### src/rtl/blit2d_engine.sv
module blit2d_engine #(
  parameter int ADDR_W     = 20,
  parameter int PIX_W      = 32,
  parameter int FIFO_DEPTH = 8
) (
  input  logic              clk,
  input  logic              rst_n,
  input  logic              bus_wr,
  input  logic [13:0]       bus_addr,
  input  logic [31:0]       bus_wdata,
  output logic [31:0]       bus_rdata,
  output logic              mem_rd_en,
  output logic [ADDR_W-1:0] mem_rd_addr,
  input  logic [PIX_W-1:0]  mem_rd_data,
  output logic              mem_wr_en,
  output logic [ADDR_W-1:0] mem_wr_addr,
  output logic [PIX_W-1:0]  mem_wr_data
);
  localparam int PTR_W = (FIFO_DEPTH > 1) ? $clog2(FIFO_DEPTH) : 1;
  localparam int CNT_W = $clog2(FIFO_DEPTH + 1);
  localparam logic [CNT_W-1:0] DEPTH_C = CNT_W'(FIFO_DEPTH);

  localparam logic [13:0] A_CTRL  = 14'h000;
  localparam logic [13:0] A_GO    = 14'h100;
  localparam logic [13:0] A_COLOR = 14'h004;
  localparam logic [13:0] A_FL    = 14'h008;
  localparam logic [13:0] A_FR    = 14'h00C;
  localparam logic [13:0] A_FY    = 14'h010;
  localparam logic [13:0] A_FH    = 14'h014;
  localparam logic [13:0] A_SIGN  = 14'h018;
  localparam logic [13:0] A_STEP  = 14'h01C;
  localparam logic [13:0] A_SRC   = 14'h020;
  localparam logic [13:0] A_DXB   = 14'h028;
  localparam logic [13:0] A_DYL   = 14'h02C;
  localparam logic [13:0] A_PITCH = 14'h030;
  localparam logic [13:0] A_STAT  = 14'h200;
  localparam logic [13:0] A_FREE  = 14'h204;

  typedef enum logic [1:0] {S_IDLE, S_LAUNCH, S_RUN} state_t;
  state_t st;

  logic [13:0]      q_addr [FIFO_DEPTH];
  logic [31:0]      q_data [FIFO_DEPTH];
  logic [PTR_W-1:0] wp, rp;
  logic [CNT_W-1:0] used;
  logic             wpend;

  wire full  = (used == DEPTH_C);
  wire empty = (used == '0);
  wire push  = bus_wr && !full;
  wire pop   = !empty && (st == S_IDLE) && !wpend;
  wire [13:0] h_addr = q_addr[rp];
  wire [31:0] h_data = q_data[rp];
  wire [CNT_W-1:0] free_cnt = DEPTH_C - used;
  wire busy = !empty || (st != S_IDLE) || wpend;

  always_ff @(posedge clk) begin
    if (push) begin
      q_addr[wp] <= bus_addr;
      q_data[wp] <= bus_wdata;
    end
  end

  always_ff @(posedge clk or negedge rst_n) begin
    if (!rst_n) begin
      wp   <= '0;
      rp   <= '0;
      used <= '0;
    end else begin
      if (push) wp <= wp + PTR_W'(1);
      if (pop)  rp <= rp + PTR_W'(1);
      used <= used + CNT_W'(push) - CNT_W'(pop);
    end
  end

  logic [3:0]        op;
  logic              rep;
  logic [PIX_W-1:0]  color;
  logic [15:0]       fl, fr, fy, fh;
  logic              neg_x;
  logic [ADDR_W-1:0] step, src;
  logic [31:0]       dxb, dyl;
  logic [12:0]       pitch;

  always_ff @(posedge clk or negedge rst_n) begin
    if (!rst_n) begin
      op <= '0; rep <= 1'b0; color <= '0;
      fl <= '0; fr <= '0; fy <= '0; fh <= '0;
      neg_x <= 1'b0; step <= '0; src <= '0;
      dxb <= '0; dyl <= '0; pitch <= '0;
    end else if (pop) begin
      case (h_addr)
        A_CTRL, A_GO: begin op <= h_data[3:0]; rep <= h_data[19]; end
        A_COLOR: color <= h_data[PIX_W-1:0];
        A_FL:    fl    <= h_data[15:0];
        A_FR:    fr    <= h_data[15:0];
        A_FY:    fy    <= h_data[15:0];
        A_FH:    fh    <= h_data[15:0];
        A_SIGN:  neg_x <= h_data[0];
        A_STEP:  step  <= h_data[ADDR_W-1:0];
        A_SRC:   src   <= h_data[ADDR_W-1:0];
        A_DXB:   dxb   <= h_data;
        A_DYL:   dyl   <= h_data;
        A_PITCH: pitch <= h_data[12:0];
        default: ;
      endcase
    end
  end

  wire        is_fill = rep && (op == 4'h4);
  wire        is_copy = rep && (op == 4'h8);
  wire [15:0] cx_l    = dxb[15:0];
  wire [15:0] cx_r    = dxb[31:16];
  wire [16:0] fill_w  = (fr > fl) ? {1'b0, fr - fl} : 17'd0;
  wire [16:0] copy_w  = (cx_r >= cx_l) ? {1'b0, cx_r - cx_l} + 17'd1 : 17'd0;
  wire [16:0] l_wid   = is_copy ? copy_w : fill_w;
  wire [15:0] l_rows  = is_copy ? dyl[15:0] : fh;
  wire [15:0] l_y     = is_copy ? dyl[31:16] : fy;
  wire [15:0] l_x     = is_copy ? (neg_x ? cx_r : cx_l) : fl;
  wire [28:0] prod    = 29'(l_y) * 29'(pitch);
  wire [ADDR_W-1:0] l_dst = prod[ADDR_W-1:0] + ADDR_W'(l_x);

  logic              mode_copy;
  logic [16:0]       row_w, xcnt;
  logic [15:0]       ycnt;
  logic [ADDR_W-1:0] rstep, cur_dst, row_dst, cur_src, row_src, wdst;

  wire [ADDR_W-1:0] pstep = (mode_copy && neg_x) ? {ADDR_W{1'b1}} : ADDR_W'(1);
  wire run = (st == S_RUN);

  always_ff @(posedge clk or negedge rst_n) begin
    if (!rst_n) begin
      st <= S_IDLE; mode_copy <= 1'b0;
      row_w <= '0; xcnt <= '0; ycnt <= '0; rstep <= '0;
      cur_dst <= '0; row_dst <= '0; cur_src <= '0; row_src <= '0;
      wpend <= 1'b0; wdst <= '0;
    end else begin
      wpend <= run && mode_copy;
      wdst  <= cur_dst;
      case (st)
        S_IDLE: if (pop && h_addr == A_GO) st <= S_LAUNCH;
        S_LAUNCH: begin
          if ((is_fill || is_copy) && l_wid != 17'd0 && l_rows != 16'd0) begin
            st        <= S_RUN;
            mode_copy <= is_copy;
            row_w     <= l_wid;
            xcnt      <= l_wid;
            ycnt      <= l_rows;
            rstep     <= is_copy ? step : ADDR_W'(pitch);
            cur_dst   <= l_dst;
            row_dst   <= l_dst;
            cur_src   <= src;
            row_src   <= src;
          end else begin
            st <= S_IDLE;
          end
        end
        S_RUN: begin
          if (xcnt == 17'd1) begin
            if (ycnt == 16'd1) begin
              st <= S_IDLE;
            end else begin
              ycnt    <= ycnt - 16'd1;
              xcnt    <= row_w;
              row_dst <= row_dst + rstep;
              cur_dst <= row_dst + rstep;
              row_src <= row_src + rstep;
              cur_src <= row_src + rstep;
            end
          end else begin
            xcnt    <= xcnt - 17'd1;
            cur_dst <= cur_dst + pstep;
            cur_src <= cur_src + pstep;
          end
        end
        default: st <= S_IDLE;
      endcase
    end
  end

  assign mem_rd_en   = run && mode_copy;
  assign mem_rd_addr = cur_src;
  assign mem_wr_en   = wpend || (run && !mode_copy);
  assign mem_wr_addr = wpend ? wdst : cur_dst;
  assign mem_wr_data = wpend ? mem_rd_data : color;

  always_comb begin
    case (bus_addr)
      A_STAT:  bus_rdata = {15'd0, busy, 16'd0};
      A_FREE:  bus_rdata = 32'(free_cnt);
      default: bus_rdata = 32'd0;
    endcase
  end
endmodule


### config.mk
export PLATFORM = sky130hd
export DESIGN_NAME = blit2d_engine
export DESIGN_NICKNAME = d
export VERILOG_FILES = /design/src/rtl/blit2d_engine.sv
export SDC_FILE = /design/constraint.sdc
export NUM_CORES = 2
export LEC_CHECK = 0
export CORE_AREA = 4 4 268 270
export CTS_BUF_LIST = sky130_fd_sc_hd__clkbuf_4
export CTS_CLUSTER_SIZE = 25
export DETAILED_ROUTE_END_ITERATION = 8
export DIE_AREA = 0 0 272 274
export PLACE_DENSITY = 0.88
export SYNTH_ARGS = -nofsm -noshare
export SYNTH_HDL_FRONTEND = slang
export SYNTH_SLANG_ARGS = --single-unit
export TNS_END_PERCENT = 20
### constraint.sdc
create_clock -name clk -period 8.4 [get_ports clk]
set_input_delay 0.84 -clock clk [delete_from_list [all_inputs] [get_ports clk]]
set_output_delay 0.84 -clock clk [all_outputs]
set_load 0.02 [all_outputs]
## Yosys cells after proc, flatten, opt, wreduce, memory -nomap -nowiden

Memory sizes are Yosys's and may differ from the RTL's.
Cells that the tools add are included.

| storage, ports and cells | value |
|---|---|
| register bits after elaboration | 403 |
| memory bits (writable) | 368 |
| input bits | 81 |
| logic and storage cells | 157 |
| memories kept | 2 |

Memory list:

| name | words | bits a word | read ports | clocked after memory_dff | wr ports | RTL line | RTL |
|---|---|---|---|---|---|---|---|
| q_data | 8 | 32 | 1 | 0 | 1 | 43 | `logic [31:0] q_data [FIFO_DEPTH];` |
| q_addr | 8 | 14 | 1 | 0 | 1 | 42 | `logic [13:0] q_addr [FIFO_DEPTH];` |

| cells by class | value |
|---|---|
| add/subtract/negate cells | 15 |
| multiply operators | 1 |
| magnitude comparators | 2 |
| eq/ne operators | 27 |
| mux-type cells | 39 |
| reduce and logical (&&, ||, !) cells | 43 |

Operators by type and width:

| kind | number |
|---|---|
| two-way mux 20 bit | 11 |
| one-hot mux 20 bit (2 select lines) | 4 |
| two-way mux 16 bit | 8 |
| two-way mux 17 bit | 5 |
| adder 20 bit | 4 |
| one-hot mux 17 bit (2 select lines) | 2 |
| equality test 14 x 5 -> 1 bit (second input constant) | 4 |
| equality test 14 x 6 -> 1 bit (second input constant) | 4 |
| two-way mux 32 bit | 1 |
| one-hot mux 16 bit (2 select lines) | 1 |
| subtractor 16 bit | 2 |
| equality test 14 x 10 -> 1 bit (second input constant) | 2 |
| equality test 14 x 4 -> 1 bit (second input constant) | 2 |
| AND reduction 2 bit | 13 |
| adder 20 x 16 -> 20 bit | 1 |
| multiplier 16 x 13 -> 20 bit | 1 |
| adder 16 x 1 -> 17 bit (second input constant) | 1 |
| equality test 17 x 1 -> 1 bit (second input constant) | 1 |
| nonzero test 17 bit | 1 |
| subtractor 17 x 1 -> 17 bit (second input constant) | 1 |
| equality test 16 x 1 -> 1 bit (second input constant) | 1 |
| greater-or-equal comparator 16 bit | 1 |
| > comparator 16 bit | 1 |
| nonzero test 16 bit | 1 |
| 27 further kinds | 54 |

## Logic depth before layout (Yosys ltp)

| logic depth | value |
|---|---|
| word-level depth | 9 |
| mapped depth | 34 |

## Least setup slack after synthesis

Ideal clock, no wire load.

| timing path | value |
|---|---|
| path kind | reg2reg |
| start point | register op[1] |
| end point | register cur_dst[19] |
| setup time | 121 ps |
| arrival | 7414 ps |
| required time | 8279 ps |
| path slack | 865 ps |
| stages on the path, launching flop included | 31 |
| clock period less this slack | 7535 ps |
| path through | dfrtp_1 nor3b_1 and2_1 clkbuf_1 clkbuf_1 buf_1 nand2_1 nand2_1 clkbuf_1 nand2_1 fa_1 fa_1 fa_1 inv_1 fa_1 fa_1 inv_1 fa_1 inv_1 ha_1 and3_1 a311o_1 a21o_1 a21o_1 a41oi_1 a21oi_1 xnor2_1 nor2_1 a21oi_1 o31ai_1 a22o_1 |

| on the way | value |
|---|---|
| word-level cells in the longest chain between the ends | 8 |
| elaborated cells between the ends (all ways) | 19 |
| those cells by class | add/sub (1); mul (1); eq/ne (3); mux (6); reduce/logical (8) |

RTL lines:

| what | RTL line | RTL |
|---|---|---|
| start: declaration | 76 | `logic [3:0] op;` |
| start signal: assignment | 93 | `A_CTRL, A_GO: begin op <= h_data[3:0]; rep <= h_data[19]; end` |
| branches (longest 8 deep; another with multiplier 16 x 13 -> 20 bit) | -- |  |
| end signal: assignment | 150 | `cur_dst <= l_dst;` |
| end signal: assignment | 166 | `cur_dst <= row_dst + rstep;` |
| end signal: assignment | 172 | `cur_dst <= cur_dst + pstep;` |
| end: declaration | 126 | `logic [ADDR_W-1:0] rstep, cur_dst, row_dst, cur_src, row_src, wdst;` |

Several ways; the timed one is not identified. The select of a mux whose other input is x is not followed.
A chain may end at the register's enable or synchronous reset.

## Final worst setup path

Ends and elaborated chain as after synthesis.

==> flow_metrics.py <==
metrics = {
    "run_status": {
        "status": "complete, but fails checks",
        "violations": "DRC",
    },
    "logic_synthesis": {
        "synth_area_sq_mm": 0.04329,
        "ys_seq_area_share_pct": 48.82,
        "synthXorXnorAreaFrac_pct": 2.988,
        "ys_types": 92,
        "synth_cells": 3965,
        "synth_top_family_by_area": "simple AND/OR/NAND/NOR gates",
        "syn_area_per_cell_sq_um": 10.92,
        "synth_ff_type": "dfrtp_1",
        "synth_edf_count": 368,
        "synth_warnings": 0,
        "synth-simple-area-share_pct": 12.44,
        "async_flop_share_pct": 52.27,
        "synth_seq_cells": 771,
        "synthAdderAreaFrac_pct": 11.60,
        "synth_compound_area_share_pct": 11.08,
        "synth.area.mux_share_pct": 8.589,
    },
    "critical_path": {
        "slowest_delay_ns": 0.53,
        "crit_arrival_ns": 8.48,
        "critPathCaptureType": "flop",
        "cp_max_fo": 13,
        "crit_type": "flop to flop",
        "crit_path_top_delay_cell": "fa_1",
        "path_delay_family": "adder cells",
        "cp.required_ns": 9.32,
        "critical_path_buf_inv_count": 6,
        "start_kind": "flop",
    },
    "power_and_ir_drop": {
        "power_frac_clock_pct": 22.1,
        "p_int_w": 0.008221,
        "pwr-share-comb_pct": 41.5,
        "power.density_mw_per_mm2": 293.3,
        "vdd_drop_max_mv": 0.2589,
        "power_frac_seq_pct": 36.3,
        "p_leak_nw": 20.24,
        "p_sw_w": 0.005878,
        "switching_share_pct": 41.69,
    },
    "worst_hold_path": {
        "holdCritPathClass": "flop to flop",
    },
    "cells_and_area": {
        "post-route-util_pct": 69.13,
        "nets": 4571,
        "drive_gt1_share_pct": 12.48,
        "fill_cells": 4654,
        "syn_to_final_growth_pct": 11.04,
    },
    "cts": {
        "cts_root_buf": "clkbuf_4",
        "ctsLongestPathBuffers": 3,
        "cts_tree": "yes",
        "ctsHtreeMaxLevel": 4,
        "clk_latency_ns": 1.09,
        "cts.sinks": 771,
        "cts_setup_buffers": 0,
        "ctsHoldBuffers": 1,
        "cts_resized": 0,
        "cts_buffers": 185,
        "cts.clk_slew.worst_paths_ns": 0.07,
    },
    "sta": {
        "clock.fmax_mhz": 132.2,
        "setup_viol": 0,
        "worstMarginPinSlew_ns": 1.288,
        "slew_violations": 0,
        "hold_violations": 0,
        "clock_skew_ns": 0.09414,
        "post-route-period-util_pct": 90.02,
        "relSlewSlack_pct": 11.71,
        "rsz0062_at_grt": "false",
        "layout_min_cycle_time_ns": 7.562,
        "tns_ns": 0,
    },
    "grt": {
        "grt_pass1_vias": 32580,
        "grt_first_pass_wirelength_um": 182600,
        "grtUsageTotal_pct": 31.59,
        "grt_max_degree": 136,
        "grt-ovfl-total": 0,
        "antenna_found_initial": 9,
    },
    "detailed_routing": {
        "vias": 32456,
        "drt_pass1_iterations": 9,
        "post-route-drc-count": 2,
        "ant_nets": 0,
        "drt_iter0_markers": 3708,
        "wl_per_cell_um": 22.51,
        "routed_wl_um": 118200,
        "via_per_inst": 6.177,
    },
    "floorplanning": {
        "die_area_sq_mm": 0.07453,
        "die_w_um": 272,
        "boundaryPins": 187,
        "die_h_um": 274,
        "core_sq_mm": 0.06954,
        "row_count": 97,
        "initial_core_util_pct": 62.25,
    },
    "place": {
        "gp_congestion": 0.9441,
        "post-dp-hpwl_um": 77780,
        "io_buffers": 159,
    },
    "flow_run": {
        "cap_viol_max_count": 0,
    },
}
cell type report:
class	instances	area, sq um	area share [%]
well taps	940	1176	2.447
inverters	257	964.7	2.007
clock inverters	60	401.6	0.8355
clock buffers	259	1944	4.045
repair buffers	209	1987	4.133
diodes	10	25.02	0.05205
multi-input cells	2748	20430	42.50
flip-flops and latches	771	21150	43.99
state kept, by name, summed over array words and instances (netlist names), 32 cells and up:
name	cells
color	32
dxb	32
q_addr	112
dyl	32
q_data	256
path summary, 6_finish.rpt:
path | from | endpoint | slack [ns] | cells past startpoint
max | op[1]$_DFFE_PN0P_ | cur_dst[19]$_DFFE_PN0P_ | 0.84 | 29
min | cur_dst[14]$_DFFE_PN0P_ | wdst[14]$_DFF_PN0_ | 0.42 | 0
max reg2reg | op[1]$_DFFE_PN0P_ | cur_dst[19]$_DFFE_PN0P_ | 0.84 | 29
min reg2reg | cur_dst[14]$_DFFE_PN0P_ | wdst[14]$_DFF_PN0_ | 0.42 | 0
max in group asynchronous | rst_n | dyl[1]$_DFFE_PN0P_ | 5.98 | 4
min in group asynchronous | rst_n | row_w[16]$_DFFE_PN0P_ | 0.53 | 2
per-stage QoR:
step	area [sq um]	hold WS (ns)	std cells	setup WS, ns	power [W]
after detailed placement	45690	0.4082	4924	0.8502	0.01079
after CTS	48050	0.4213	5244	0.8718	0.01395
after global placement	45690	0.3886	4924	0.9579	0.01057
after floorplan	43390	0.3798	3991	0.8645	0.008824
final	48070	0.4192	5254	0.8383	0.01410
after global routing	48070	0.4279	5252	0.4561	0.01479
kinds of logic (layout without fill, tap and decap cells):
kind of cell,after synthesis,after routing
DFF,771,771
xor gates and xnor gates,146,146
other,1,37
muxes,265,265
and+or+nand+nor,1183,1183
adders and majority gates,318,318
buffers and inverters,472,785
AOI/OAI and AO/OA,809,809
metal layers:
metal	vias to the layer above	GRT usage, %	share of wire, %
li1	14426	-	-
met1	15871	40.44	37
met2	1814	50.79	47
met3	345	7.219	10
met4	0	16.63	5.3
met5	-	0	0
cells in the mapped netlist, types with 5 or more instances:
cell      number  area [sq um]
mux2_2        88         991.0
nor4_1        19         118.9
or3_1         21         131.4
edfxtp_1     368         11050
mux2i_1       97         970.9
nor4b_1        9         78.83
ha_1         179          2240
clkbuf_1     134         503.0
inv_1        257         964.7
nand4_1       13         81.33
nand3_1       48         240.2
nand2b_1      28         175.2
xor2_1        54         473.0
xnor2_1       91         797.0
a21oi_1      189         945.9
buf_4         32         240.2
o21bai_1      18         135.1
o21ai_1       12         60.06
and3_1        23         143.9
fa_1         139          2783
a221oi_1       8         70.07
o31ai_1        6         45.04
a31oi_1       29         181.4
nor3_1        70         350.3
and2_1       104         650.6
nor2_1       250         938.4
o21ai_0      354          1772
nand2_1      534          2004
a211oi_1      27         202.7
o21a_1        22         165.2
nor2b_1       25         156.4
or4_1          6         45.04
o211ai_1      37         277.8
a21o_1        34         255.2
nor3b_1        5         37.54
nand3b_1       7         52.55
dfrtp_1      403         10080
buf_1         25         93.84
mux4_2        76          1712
or2_2          5         31.28
buf_2         22         110.1
cells in the final DEF (no fill, tap or decap), types with 28 or more instances in the layout:
master | netlist | routed
edfxtp_1 | 368 | 368
fa_1 | 139 | 139
nand2b_1 | 28 | 28
a31oi_1 | 29 | 29
nor3_1 | 70 | 68
dfrtp_1 | 403 | 399
clkdlybuf4s50_1 | 0 | 158
nor2_1 | 250 | 244
nand3_1 | 48 | 48
a21oi_1 | 189 | 189
mux2_2 | 88 | 88
inv_1 | 257 | 257
clkinv_1 | 0 | 42
xnor2_1 | 91 | 91
xor2_1 | 54 | 54
o211ai_1 | 37 | 37
mux2i_1 | 97 | 93
clkbuf_4 | 0 | 259
nand2_1 | 534 | 531
o21ai_0 | 354 | 354
buf_4 | 32 | 48
mux4_2 | 76 | 76
and2_1 | 104 | 103
ha_1 | 179 | 178
a21o_1 | 34 | 34
power groups by stage:
stage | Clock [W] | Combinational, W | Sequential [W]
2_1_floorplan | 0 | 0.00388 | 0.00495
4_1_cts | 0.00314 | 0.00571 | 0.00510
3_3_place_gp | 0 | 0.00547 | 0.00510
6_report | 0.00312 | 0.00586 | 0.00512
3_5_place_dp | 0 | 0.00563 | 0.00515
5_1_grt | 0.00337 | 0.00625 | 0.00517
Note: power is estimated with default switching activity, not from simulation.
